### config.mk
export PLATFORM = sky130hd
export DESIGN_NAME = nvs_power_guard
export DESIGN_NICKNAME = d
export VERILOG_FILES = /design/src/rtl/nvs_guard_pkg.sv /design/src/rtl/nvs_sync2.sv /design/src/rtl/nvs_hold_timer.sv /design/src/rtl/nvs_strobe_gate.sv /design/src/rtl/nvs_power_guard.sv
export SDC_FILE = /design/constraint.sdc
export NUM_CORES = 1
export LEC_CHECK = 0
export BUFFER_PORTS_ARGS = -buffer_cell sky130_fd_sc_hd__buf_2
export CORE_AREA = 2 2 57 113
export CTS_CLUSTER_SIZE = 28
export DETAILED_ROUTE_END_ITERATION = 10
export DIE_AREA = 0 0 59 115
export GPL_TIMING_DRIVEN = 0
export MAX_ROUTING_LAYER = met4
export PLACE_DENSITY_LB_ADDON = 0.05
export SETUP_SLACK_MARGIN = 0.4
export SYNTH_ARGS = -nofsm -noshare
export SYNTH_HDL_FRONTEND = slang
export SYNTH_HIERARCHICAL = 1
export SYNTH_SLANG_ARGS = --single-unit
### constraint.sdc
create_clock -name clk -period 2.6 [get_ports clk]
set_input_delay 0.52 -clock clk [delete_from_list [all_inputs] [get_ports clk]]
set_output_delay 0.52 -clock clk [all_outputs]
set_load 0.02 [all_outputs]
### src/rtl/nvs_guard_pkg.sv
package nvs_guard_pkg;
  localparam int NUM_STROBES = 2;
  localparam int IDX_CE      = 0;
  localparam int IDX_WE      = 1;

  function automatic longint us_to_cycles(input longint hz, input longint us);
    return (hz * us) / 64'd1_000_000;
  endfunction
endpackage

### src/rtl/nvs_sync2.sv
module nvs_sync2 (
  input  logic clk,
  input  logic rst_n,
  input  logic async_in,
  output logic sync_out
);
  logic stage1;

  always_ff @(posedge clk or negedge rst_n) begin
    if (!rst_n) begin
      stage1   <= 1'b0;
      sync_out <= 1'b0;
    end else begin
      stage1   <= async_in;
      sync_out <= stage1;
    end
  end
endmodule

### src/rtl/nvs_hold_timer.sv
module nvs_hold_timer #(
  parameter longint LIMIT = 64'd100
) (
  input  logic clk,
  input  logic rst_n,
  input  logic run,
  output logic done
);
  localparam int W = (LIMIT < 1) ? 1 : $clog2(LIMIT + 1);
  localparam logic [W-1:0] LIM = W'(LIMIT);

  logic [W-1:0] cnt;

  // Counts consecutive edges with run high; any low cycle restarts it.
  always_ff @(posedge clk or negedge rst_n) begin
    if (!rst_n)          cnt <= '0;
    else if (!run)       cnt <= '0;
    else if (cnt != LIM) cnt <= cnt + 1'b1;
  end

  // Gated by run so a dropout ends the hold without waiting a cycle.
  assign done = run && (cnt == LIM);
endmodule

### src/rtl/nvs_strobe_gate.sv
module nvs_strobe_gate #(
  parameter int N = 2
) (
  input  logic         clk,
  input  logic         rst_n,
  input  logic         protect,
  input  logic [N-1:0] host_n,
  output logic [N-1:0] mem_n
);
  for (genvar g = 0; g < N; g++) begin : g_lane
    logic armed;

    // A lane arms only after its host strobe is seen high while unprotected.
    always_ff @(posedge clk or negedge rst_n) begin
      if (!rst_n)         armed <= 1'b0;
      else if (protect)   armed <= 1'b0;
      else if (host_n[g]) armed <= 1'b1;
    end

    assign mem_n[g] = protect | ~armed | host_n[g];
  end
endmodule

### src/rtl/nvs_power_guard.sv
module nvs_power_guard #(
  parameter longint CLK_HZ      = 64'd125_000_000,
  parameter longint WP_HOLD_US  = 64'd125_000,
  parameter longint RST_HOLD_US = 64'd350_000
) (
  input  logic clk,
  input  logic rst_n,
  input  logic supply_ok_in,
  input  logic tol_sel_in,
  input  logic host_ce_n,
  input  logic host_we_n,
  output logic mem_ce_n,
  output logic mem_we_n,
  output logic cpu_rst_pull,
  output logic batt_sel,
  output logic cmp_tol_sel
);
  import nvs_guard_pkg::*;

  localparam longint WP_CYC  = us_to_cycles(CLK_HZ, WP_HOLD_US);
  localparam longint RST_CYC = us_to_cycles(CLK_HZ, RST_HOLD_US);

  logic                   supply_ok;
  logic                   wp_done;
  logic                   rst_done;
  logic [NUM_STROBES-1:0] host_vec;
  logic [NUM_STROBES-1:0] mem_vec;

  nvs_sync2 u_sync (
    .clk      (clk),
    .rst_n    (rst_n),
    .async_in (supply_ok_in),
    .sync_out (supply_ok)
  );

  nvs_hold_timer #(.LIMIT(WP_CYC)) u_wp_timer (
    .clk   (clk),
    .rst_n (rst_n),
    .run   (supply_ok),
    .done  (wp_done)
  );

  nvs_hold_timer #(.LIMIT(RST_CYC)) u_rst_timer (
    .clk   (clk),
    .rst_n (rst_n),
    .run   (supply_ok),
    .done  (rst_done)
  );

  always_comb begin
    host_vec         = '1;
    host_vec[IDX_CE] = host_ce_n;
    host_vec[IDX_WE] = host_we_n;
  end

  nvs_strobe_gate #(.N(NUM_STROBES)) u_gate (
    .clk     (clk),
    .rst_n   (rst_n),
    .protect (~wp_done),
    .host_n  (host_vec),
    .mem_n   (mem_vec)
  );

  assign mem_ce_n     = mem_vec[IDX_CE];
  assign mem_we_n     = mem_vec[IDX_WE];
  assign cpu_rst_pull = ~rst_done;
  assign batt_sel     = ~supply_ok;
  assign cmp_tol_sel  = tol_sel_in;
endmodule

After elaboration in Yosys (flattened, before gate mapping)
Index checks and enable logic that the tools add are counted.
- flip-flop bits (word level): 54
- latch bits: 0
- bits in writable memories: 0
- ROM bits: 0
- bits of input ports: 6
- output and inout bits: 5
- word-level logic and storage cells: 35
- memories: 0
- add/subtract/negate cells: 2
- $mul: 0
- div/mod/pow operators: 0
- magnitude comparators: 0
- eq/ne operators: 8
- shift-type cells: 0
- multiplexer cells: 8
- bitwise operators: 9
- reductions and logical operators: 2
- operators by type and width (cell ; count):
    26-bit two-way mux ; 2
    24-bit two-way mux ; 2
    26-bit by 1-bit adder with 26-bit output (second input constant) ; 1
    26-bit == test (second input constant) ; 1
    26-bit != test (second input constant) ; 1
    24-bit by 1-bit adder with 24-bit output (second input constant) ; 1
    24-bit == test (second input constant) ; 1
    24-bit != test (second input constant) ; 1
    1-bit NOT ; 5
    1-bit two-way mux ; 4
    2-bit by 1-bit != test with 1-bit output (second input constant) ; 2
    2-bit != test (second input constant) ; 2
    1-bit OR ; 4
    1-bit logical AND ; 2

Longest topological paths before layout
Gate-level depths: netlist (run 1).
- depth in word-level cells: 5
- mapped depth: 7
- mapped depth without buffers: 7

Cells and area by module
Netlist (run 1), hierarchy kept.
- modules (own cells, without submodules) (module ; instances ; cells each ; area an instance (µm²) ; sequential area each (µm²)):
    nvs_hold_timer at u_rst_timer ; 1 ; 151 ; 1385.1 ; 650.6
    nvs_hold_timer at u_wp_timer ; 1 ; 148 ; 1362.6 ; 600.6
    nvs_strobe_gate ; 1 ; 6 ; 87.6 ; 50.0
    nvs_sync2 ; 1 ; 2 ; 50.0 ; 50.0
    nvs_power_guard ; 1 ; 4 ; 18.8 ; 0.0

Least setup slack after synthesis (run 1)
OpenSTA, ideal clock, no wires.
- kind: flip-flop to output port
- start: register u_rst_timer.cnt[0]
- end: output cpu_rst_pull
- data arrival time: 1.711 ns
- required time: 2.080 ns
- slack: 0.369 ns
- cell stages (with the launch flop): 8
- buffers on the path: 0
- cell sequence: dfrtp_1 inv_1 ha_1 nand2_1 or3_1 nor4_1 and2_1 inv_1
- word-level cells in the longest chain between the ends: 3
- RTL lines (what ; RTL line ; source):
    start, declared ; nvs_hold_timer.sv:12 ; logic [W-1:0] cnt;
    start signal, assigned ; nvs_hold_timer.sv:18 ; else if (cnt != LIM) cnt <= cnt + 1'b1;
    26-bit == test ; nvs_hold_timer.sv:22 ; assign done = run && (cnt == LIM);
    1-bit logical AND ; nvs_hold_timer.sv:22 ;
    via rst_done ; nvs_power_guard.sv:25 ; logic rst_done;
    1-bit NOT ; nvs_power_guard.sv:66 ; assign cpu_rst_pull = ~rst_done;
    end, declared ; nvs_power_guard.sv:14 ; output logic cpu_rst_pull,
The timed path passes the listed nets, and every way through them passes these cells.

Final worst setup path (run 1)
- start: register u_wp_timer.cnt[0]
- end: output mem_ce_n
- word-level cells in the longest chain between the ends: 5
- RTL lines (what ; RTL line ; source):
    start, declared ; nvs_hold_timer.sv:12 ;
    start signal, assigned ; nvs_hold_timer.sv:18 ;
    24-bit == test ; nvs_hold_timer.sv:22 ;
    1-bit logical AND ; nvs_hold_timer.sv:22 ;
    via wp_done ; nvs_power_guard.sv:24 ; logic wp_done;
    1-bit NOT ; nvs_power_guard.sv:59 ; .protect (~wp_done),
    1-bit OR (2 in a row) ; nvs_strobe_gate.sv:20 ; assign mem_n[g] = protect | ~armed | host_n[g];
    end, declared ; nvs_power_guard.sv:12 ; output logic mem_ce_n,
The timed path passes the listed nets, and every way through them passes these cells.

==> results of run 1 <==
## path summary, 6_finish.rpt
check                                               startpoint                              end  cells after the start
worst max-delay path             u_wp_timer/cnt[0]$_DFFE_PN0P_                         mem_ce_n                      8
worst min-delay path                              supply_ok_in          u_sync/stage1$_DFF_PN0_                      1
worst max register to register  u_wp_timer/cnt[16]$_DFFE_PN0P_    u_wp_timer/cnt[0]$_DFFE_PN0P_                     14
worst min register to register         u_sync/stage1$_DFF_PN0_        u_sync/sync_out$_DFF_PN0_                      0
max in group asynchronous                                rst_n   u_rst_timer/cnt[5]$_DFFE_PN0P_                      1
min in group asynchronous                                rst_n  u_rst_timer/cnt[23]$_DFFE_PN0P_                      1
## stage by stage
stage / cell area (um2) / hold WS [ns] / instances / utilization, % / setup TNS, ns
2_1_floorplan: 2910 / 0.224 / 311 / - / 0
3_3_place_gp: 3030 / 0.332 / 383 / 51.4 / 0
4_1_cts: 3500 / 0.334 / 415 / 59.2 / 0
6_report: 3730 / 0.334 / 425 / 63.2 / 0
5_1_grt: 3730 / 0.328 / 425 / 63.2 / -0.00393
3_5_place_dp: 3030 / 0.351 / 383 / 51.4 / 0
## cell families after synthesis
| kind of cell | share of synthesized area [%] |
|---|---|
| adder cells (fa/ha/maj) | 1.72 |
| XOR/XNOR | 6.03 |
| multiplexers | 1.72 |
| buffers and inverters | 4.44 |
| AO/OA/AOI/OAI | 10.4 |
| AND/OR/NAND/NOR | 29.2 |
| flip-flops | 46.5 |
## placed cells by master (no fill, tap or decap), types with 5 or more instances in the layout
cell type and count:
o21ai_0 11, mux2i_1 5, a21oi_1 18, or4_1 9
buf_6 13, nor4_1 5, o31ai_1 10, buf_4 26
dfrtp_1 36, nor3_1 5, xor2_1 8, nor2_1 21
clkbuf_16 5, nand3_1 16, clkbuf_1 8, nand4_1 9
a21oi_2 6, xnor2_1 12, inv_1 14, and3_1 5
nand2_1 25, buf_2 8, or3_1 11, dfrtp_2 18
## cell type report
cell class / count / area (um2) / area share, %
multi-input cells: 226 / 1630 / 43.6
flip-flops and latches: 54 / 1370 / 36.8
repair buffers: 43 / 353 / 9.46
clock buffers: 8 / 166 / 4.46
well taps: 63 / 78.8 / 2.11
inverters: 18 / 67.6 / 1.81
plain buffers: 13 / 63.8 / 1.71
## registers in the layout, indices dropped and copies added (netlist names)
register and count:
u_rst_timer/cnt 26, u_gate/g_lane.armed 2, u_wp_timer/cnt 24, u_sync/stage1 1
u_sync/sync_out 1
## layer usage
layer  wire length (um)  GRT usage [%]  vias to the layer above
met4                133           7.27                        0
met3                192           3.82                       12
li1                   -              -                     1219
met1               3080           29.9                     1246
met2               3730           35.6                       49
met5                  0              -                        -
## power by group
group / internal, W / switching [W] / total (W)
Sequential: 0.000849 / 0.00000920 / 0.000858
Clock: 0.000437 / 0.000299 / 0.000736
Combinational: 0.0000363 / 0.0000641 / 0.000100
## what timing repair did
item / in CTS / in global routing
gates resized for setup: 33 / 47
buffers inserted: 24 / 10
pin swaps: 12 / 15
endpoints found under the setup margin: 6 / 16
==> flow_metrics.tcl, run 1 <==
set metrics [dict create \
    status "completed" \
    yosysSeqAreaShare_pct 46.5 \
    hold_class "in2reg" \
    worstSkewPairLatency_ns 0.29 \
    period_minus_slack_ns 2.56 \
    dieHeight_um 115 \
    clock-sinks 54 \
    cts_tree "built" \
    die-area_um2 6790 \
    grt_max_degree 55 \
    dieWidth_um 59 \
    grt_pass1_wl_um 11600 \
    numCtsBuffers 5 \
    core-area_um2 5910 \
    cp.arrival_ns 2.04 \
    skew_ns 0.00537 \
    dr.pass1.iters 4 \
    fmax_ghz 0.391 \
    end_kind "primary output" \
    ant_nets 0 \
    setup_slack_ns 0.0413 \
    power.density_nw_per_um2 454 \
    rsz0062_at_grt "true" \
    cts_max_level 2 \
    place.port_buffers 9 \
    peakVddDrop_uv 481 \
    synth_area_um2 2900 \
    crit_path_start_kind "flip-flop" \
    area_delta_synth_final_pct 28.5 \
    synth_common_cells "dfrtp_1 (54), nand2_1 (25), a21oi_1 (24), nor2_1 (21), inv_1 (18)" \
    diodes 0 \
    crit_path_max_fanout 3 \
    routedWlPerCell_um 16.8 \
    slowest_delay_ns 0.41 \
    routed_wl_um 7140 \
    hold_viol 0 \
    leakagePower_nw 1.49 \
    slew_violations 0 \
    cts.clk_slew.worst_paths_ns 0.07 \
    cts_buffer_depth 2 \
    crit_path_cell_trace "inv_2 -> ha_1 -> and3_4 -> nand3_2 -> nor3_2 -> inv_2 -> or3b_4 -> buf_6" \
    hold_buffers 0 \
    synth_seq_cells 54 \
    filler_cell_count 499 \
    yosysWarnings 6 \
    drc_errors 0 \
    synth_cells 311 \
    drt_iter0_drc 120 \
    overflow 0 \
    power_w 0.00169 \
    place_congestion 0.838 \
    viasPerCell 5.94 \
    antenna_found_initial 0 \
    cp_num_buf_inv 3 \
    nets 371 \
    pre_cts_ws_ns 0.224 \
    slew_headroom_pct 20.8 \
    synth_top_area_share_pct 46.5 \
    r2r_slack_ns 0.15 \
    grtUsageTotal_pct 22.7 \
    required_ns 2.08 \
    slowest_stage "dfrtp_2" \
    root_buffer "clkbuf_16" \
    drive_above_1_share_pct 32.0 \
    fin_crit_sh_pct 98.4 \
    synth_area_per_cell_um2 9.34 \
    syn_nets 321 \
    tightest_slew_ns 1.19 \
    synth_edf_count 0 \
    num_io_pins 11 \
    synth_ff_type "dfrtp_1" \
    crit_top_cell "inv_2" \
    setup_viol 0 \
    path_delay_family "simple AND/OR/NAND/NOR gates" \
    via_count 2526 \
    first_global_vias 2460 \
    ys_top_cells_by_area "dfrtp_1 (47%), a21oi_1 (4.1%), xnor2_1 (3.6%)" \
    synth_top_area_cell "dfrtp_1" \
    synthArstFlopShare_pct 100 \
    start_util_pct 49.2 \
    crit_type "reg2out" \
    rows 40 \
    hpwlAfterDp_um 4200 \
    yosysMostFrequentCell "dfrtp_1" \
    post_synth_num_cell_types 40 \
    cap_violations 0 \
]
Note: power is estimated with default switching activity, not from simulation.
==> inputs of run 2 (changes only) <==
--- a/config.mk
+++ b/config.mk
@@ -5,16 +5,16 @@
 export SDC_FILE = /design/constraint.sdc
 export NUM_CORES = 1
 export LEC_CHECK = 0
+export ABC_AREA = 1
 export BUFFER_PORTS_ARGS = -buffer_cell sky130_fd_sc_hd__buf_2
-export CORE_AREA = 2 2 57 113
+export CORE_AREA = 2 2 57 112
 export CTS_CLUSTER_SIZE = 28
 export DETAILED_ROUTE_END_ITERATION = 10
-export DIE_AREA = 0 0 59 115
+export DIE_AREA = 0 0 59 114
 export GPL_TIMING_DRIVEN = 0
 export MAX_ROUTING_LAYER = met4
 export PLACE_DENSITY_LB_ADDON = 0.05
 export SETUP_SLACK_MARGIN = 0.4
 export SYNTH_ARGS = -nofsm -noshare
 export SYNTH_HDL_FRONTEND = slang
-export SYNTH_HIERARCHICAL = 1
 export SYNTH_SLANG_ARGS = --single-unit
==> run 2 against run 1 <==
Net effect:
- wire length rose by 11%
- final cell count rose by 42%
- synthesized cell count rose by 66%
- critical endpoint unchanged
- clock power rose by 1%
- largest power group unchanged
- clock skew rose by 0.0034 ns
- synthesized area rose by 18%
==> flow_metrics.tcl, run 2 <==
set metrics [dict create \
    fin_crit_sh_pct 81.9 \
    viasPerCell 5.25 \
    fmax_ghz 0.470 \
    crit_path_start_kind "flip-flop" \
    crit_path_max_fanout 3 \
    first_global_vias 2900 \
    setup_slack_ns 0.471 \
    largest_reg_flops 26 \
    hold_viol 0 \
    yosysMostFrequentCell "nand2_1" \
    routed_wl_um 7950 \
    diodes 0 \
    period_minus_slack_ns 2.13 \
    cts_max_level 2 \
    seq_area_um2 1360 \
    place.port_buffers 9 \
    required_ns 2.08 \
    cp_num_buf_inv 2 \
    die-area_um2 6730 \
    status "completed" \
    largest_register "u_rst_timer.cnt" \
    root_buffer "clkbuf_16" \
    area_delta_synth_final_pct 11.7 \
    crit_top_cell "nand2_1" \
    fin_area_um2 3830 \
    ys_top_cells_by_area "dfrtp_1 (39%), nand2_1 (16%), nor2_1 (13%)" \
    grtUsageTotal_pct 26.9 \
    cts_tree "built" \
    synth_common_cells "nand2_1 (143), nor2_1 (118), inv_1 (62), dfrtp_1 (54), nand3_1 (39)" \
    tns_ns 0 \
    grt_pass1_wl_um 13500 \
    nets 551 \
    dr.pass1.iters 6 \
    hold_buffers 0 \
    power.density_nw_per_um2 446 \
    multi_input_comb_area_um2 1840 \
    drc_errors 0 \
    yosysWarnings 0 \
    drt_iter0_drc 184 \
    slowest_stage "dfrtp_2" \
    synth_top_area_share_pct 39.5 \
    routedWlPerCell_um 13.1 \
    slew_headroom_pct 23.4 \
    synth_top_area_cell "dfrtp_1" \
    start_util_pct 58.0 \
    slowest_delay_ns 0.41 \
    pre_cts_ws_ns 0.652 \
    hpwlAfterDp_um 6000 \
    synth_edf_count 0 \
    antenna_found_initial 0 \
    leakagePower_nw 1.64 \
    worstSkewPairLatency_ns 0.29 \
    filler_cell_count 546 \
    slew_violations 0 \
    via_count 3174 \
    drive_above_1_share_pct 13.3 \
    core-area_um2 5910 \
    post_synth_num_cell_types 20 \
    rsz0062_at_grt "true" \
    synth_cells 517 \
    place_congestion 0.960 \
    numCtsBuffers 5 \
    overflow 0 \
    place_area_um2 3550 \
    synth_ff_type "dfrtp_1" \
    cts.clk_slew.worst_paths_ns 0.07 \
    grt_max_degree 55 \
    synth_area_um2 3420 \
    crit_path_cell_trace "inv_1 -> ha_2 -> nand2_1 -> nor3_2 -> nand2_1 -> nor2_2 -> nand4_1 -> buf_4" \
    yosysSeqAreaShare_pct 39.5 \
    tightest_slew_ns 1.15 \
    crit_type "reg2out" \
    cp.arrival_ns 1.61 \
    clock-sinks 54 \
    setup_viol 0 \
    cts_buffer_depth 2 \
    skew_ns 0.00874 \
    dieHeight_um 114 \
    ant_nets 0 \
    peakVddDrop_uv 421 \
    rows 40 \
    num_io_pins 11 \
    hold_class "in2reg" \
    synth_area_per_cell_um2 6.62 \
    end_kind "primary output" \
    final_common_cell "nand2_1" \
    syn_nets 527 \
    mostFrequentLayoutCells "nand2_1 (143), nor2_1 (113), inv_1 (61), dfrtp_1 (50), nand3_1 (39)" \
    path_delay_family "simple AND/OR/NAND/NOR gates" \
    dieWidth_um 59 \
    synthArstFlopShare_pct 100 \
    synth_seq_cells 54 \
    reg_top3 "u_rst_timer.cnt x26, u_wp_timer.cnt x24, u_gate.g_lane.armed x2" \
    cap_violations 0 \
]
==> run 2: cell types whose count changed after synthesis, sizes merged, moves of 4 or more <==
cell,change
mux2i,-5
and3,-7
xnor2,-9
nand2,+127
or4,-13
nor2,+113
o31ai,-10
inv,+44
nor4,-12
nand4,-4
clkbuf,-6
nand3,+21
or3,-13
==> run 2: final timing paths <==
check	from	endpoint	slack (ns)	cells after the start
setup / recovery	u_wp_timer.cnt[0]$_DFFE_PN0P_	mem_ce_n	0.47	8
max in group asynchronous	rst_n	u_wp_timer.cnt[1]$_DFFE_PN0P_	1.36	1
setup reg to reg	u_rst_timer.cnt[1]$_DFFE_PN0P_	u_rst_timer.cnt[16]$_DFFE_PN0P_	0.87	8
hold / removal	supply_ok_in	u_sync.stage1$_DFF_PN0_	0.34	1
hold reg to reg	u_sync.stage1$_DFF_PN0_	u_sync.sync_out$_DFF_PN0_	0.35	0
min in group asynchronous	rst_n	u_rst_timer.cnt[20]$_DFFE_PN0P_	0.45	1
==> run 2: cell families (layout without fill, tap and decap cells) <==
kind of cell | count (synthesis) | after routing | synth area share, %
compound gates | 36 | 36 | 5.26
xor+xnor | 12 | 12 | 3.07
fa+ha+maj | 4 | 4 | 1.46
buf+inv | 70 | 95 | 8.04
flops | 54 | 54 | 39.5
simple gates | 341 | 341 | 42.7
==> run 2: worst register-to-register path, cell delays in order (launching register included) <==
cell and delay, ns:
dfrtp_2 0.40, buf_4 0.12, ha_1 0.31, inv_1 0.14
nor2_4 0.18, nand2_2 0.10, nor2_4 0.16, xnor2_1 0.14
nor2_1 0.06
==> run 2: per-layer routing <==
metal / up-vias / GRT usage [%] / routed length [um]
met1: 1419 / 38.6 / 3720
li1: 1651 / - / -
met2: 85 / 38.4 / 3630
met4: 0 / 10.3 / 217
met3: 19 / 3.74 / 390
met5: - / - / 0
==> run 2: where the power goes <==
part | total, W | switching (W) | internal (W)
Sequential | 0.000858 | 0.00000825 | 0.000850
Clock | 0.000745 | 0.000294 | 0.000451
Combinational | 0.000105 | 0.0000669 | 0.0000382
==> run 2: layout make-up <==
type / count / area share [%]
tap: 63 / 2.06
multi-input combinational: 393 / 48.0
timing repair buffer: 17 / 2.88
inverter: 62 / 6.15
sequential: 54 / 35.4
buffer: 8 / 1.18
clock buffer: 5 / 3.27
clock inverter: 3 / 1.05
==> run 2: repair_timing <==
action | in CTS | in global routing
pin swaps | 0 | 4
endpoints found under the setup margin | 4 | 3
gates resized for setup | 7 | 14
setup buffers | 1 | 7
==> run 2: through the flow <==
step                      util (%)  std cells  total power (W)  hold WS (ns)
after detailed placement      60.1        589         0.000960         0.352
after floorplan                  -        517         0.000921         0.224
after CTS                     63.2        598          0.00172         0.329
after global placement        60.1        589         0.000960         0.350
final                         64.8        605          0.00171         0.337
after global routing          64.8        605          0.00178         0.323
==> inputs of run 3 (changes only) <==
==> constraint.sdc (replaced) <==
create_clock -name clk -period 2 [get_ports clk]
set_input_delay 0.4 -clock clk [delete_from_list [all_inputs] [get_ports clk]]
set_output_delay 0.4 -clock clk [all_outputs]
set_load 0.02 [all_outputs]
==> run 3 against run 2 <==
Net effect:
- power rose by 26%
- sequential power grew 29%
- largest power group unchanged
- via count rose by 0.88%
- cell area increased by 4.6%
==> flow_metrics.tcl, run 3 (synthesis gave the netlist of run 2 again) <==
set metrics [dict create \
    status "completed" \
    largest_register "u_rst_timer.cnt" \
    wl_met2_um 4180 \
    p_comb_share_pct 7.9 \
    setup_slack_ns 0.0250 \
    peakVddDrop_uv 607 \
    grtUsageTotal_pct 28.3 \
    routed_wl_um 8570 \
    hold_buffers 0 \
    switching_share_pct 23.5 \
    final_common_cell "nand2_1" \
    slew_headroom_pct 21.0 \
    reg_top3 "u_rst_timer.cnt x26, u_wp_timer.cnt x24, u_gate.g_lane.armed x2" \
    dr.pass1.iters 4 \
    switching_power_w 0.000505 \
    power.density_nw_per_um2 536 \
    crit_path_cell_trace "inv_2 -> ha_4 -> nand2_2 -> nor3_2 -> nand2_1 -> nor2_4 -> nand4_1 -> buf_4" \
    place.port_buffers 9 \
    rsz0062_at_grt "true" \
    place_area_um2 3550 \
    ant_nets 0 \
    top_layer "met4" \
    cts_tree "built" \
    fin_area_um2 4000 \
    crit_path_max_fanout 3 \
    numCtsBuffers 5 \
    overflow 0 \
    dieHeight_um 114 \
    cts.clk_slew.worst_paths_ns 0.07 \
    drive_above_1_share_pct 15.9 \
    slowest_delay_ns 0.40 \
    tns_ns 0 \
    start_util_pct 58.0 \
    pre_cts_ws_ns 0.162 \
    power_frac_seq_pct 51.9 \
    via_count 3202 \
    worstSkewPairLatency_ns 0.30 \
    hpwlAfterDp_um 6180 \
    wl_met1_um 3860 \
    hold_class "in2reg" \
    intPower_w 0.00164 \
    area_delta_synth_final_pct 16.8 \
    die-area_um2 6730 \
    power.clock.fraction_pct 40.2 \
    multi_input_comb_area_um2 1900 \
    fmax_ghz 0.506 \
    grt_max_degree 55 \
    crit_type "reg2out" \
    viasPerCell 5.20 \
    seq_area_um2 1350 \
    core-area_um2 5910 \
    skew_ns 0.00406 \
    drc_errors 0 \
    largest_reg_flops 26 \
    place_congestion 0.963 \
    leakagePower_nw 1.72 \
    filler_cell_count 514 \
    mostFrequentLayoutCells "nand2_1 (140), nor2_1 (111), inv_1 (59), dfrtp_1 (53), nand3_1 (38)" \
    wl_met3_um 338 \
    rows 40 \
    end_kind "primary output" \
    dieWidth_um 59 \
    clock-sinks 54 \
    routedWlPerCell_um 13.9 \
    num_io_pins 11 \
    antenna_found_initial 0 \
    grt_pass1_wl_um 14200 \
    fin_crit_sh_pct 98.8 \
    root_buffer "clkbuf_16" \
    first_global_vias 3081 \
    setup_viol 0 \
    slowest_stage "dfrtp_1" \
    drt_iter0_drc 175 \
    period_minus_slack_ns 1.98 \
    slew_violations 0 \
    nets 562 \
    diodes 0 \
    cp.arrival_ns 1.58 \
    cts_max_level 2 \
    tightest_slew_ns 1.18 \
    crit_path_start_kind "flip-flop" \
    cts_buffer_depth 2 \
    cap_violations 0 \
    required_ns 1.60 \
    hold_viol 0 \
]
[run 3: power groups by stage]
stage               clock network, W  registers (W)  logic (W)
finish                      0.000863        0.00111   0.000169
global route                0.000915        0.00111   0.000189
CTS                         0.000880        0.00111   0.000147
detailed placement                 0        0.00114   0.000109
global placement                   0        0.00114   0.000108
floorplan                          0        0.00113  0.0000622
[run 3: cell type report]
type,instances,area share (%)
Inverter,62,5.94
Sequential cell,54,33.8
Buffer,8,1.78
Timing Repair Buffer,28,5.41
Multi-Input combinational cell,393,47.5
Tap cell,63,1.97
Clock buffer,6,3.22
Clock inverter,2,0.344
[run 3: what timing repair did]
| action | CTS | global route |
|---|---|---|
| endpoints found under the setup margin | 7 | 15 |
| gates cloned | 0 | 0 |
| resized for setup | 28 | 18 |
| pin swaps | 1 | 5 |
| setup buffers | 10 | 9 |
[run 3: worst max-delay path, delay by kind of cell, from the launching register on]
kind | cells | cell delay, ns
adder cells (fa/ha/maj) | 1 | 0.14
buffers and inverters | 2 | 0.26
flip-flops | 1 | 0.40
AND/OR/NAND/NOR | 5 | 0.49
[run 3: metrics by stage]
step / std cells / util (%) / power, W / hold slack, ns
after floorplan: 517 / - / 0.00120 / 0.104
after global placement: 589 / 60.1 / 0.00125 / 0.341
after detailed placement: 589 / 60.1 / 0.00125 / 0.350
after CTS: 607 / 65.3 / 0.00214 / 0.201
after global routing: 616 / 67.8 / 0.00222 / 0.197
final: 616 / 67.8 / 0.00214 / 0.206
[run 3: routing by layer]
metal  up-vias  GRT usage (%)
met3        12           3.85
met2        70           43.0
met4         0           10.5
met5         -              -
li1       1663              -
met1      1457           38.2
[run 3: path summary, 6_finish.rpt]
kind                                                  endpoint  slack [ns]                     startpoint  depth (start not counted)
worst max register to register  u_wp_timer.cnt[18]$_DFFE_PN0P_        0.45  u_wp_timer.cnt[0]$_DFFE_PN0P_                          9
worst min register to register       u_sync.sync_out$_DFF_PN0_        0.36        u_sync.stage1$_DFF_PN0_                          0
max in group asynchronous       u_rst_timer.cnt[0]$_DFFE_PN0P_        0.85                          rst_n                          1
worst max-delay path                                  mem_ce_n        0.02  u_wp_timer.cnt[0]$_DFFE_PN0P_                          8
min in group asynchronous       u_rst_timer.cnt[8]$_DFFE_PN0P_        0.35                          rst_n                          1
worst min-delay path                   u_sync.stage1$_DFF_PN0_        0.21                   supply_ok_in                          1
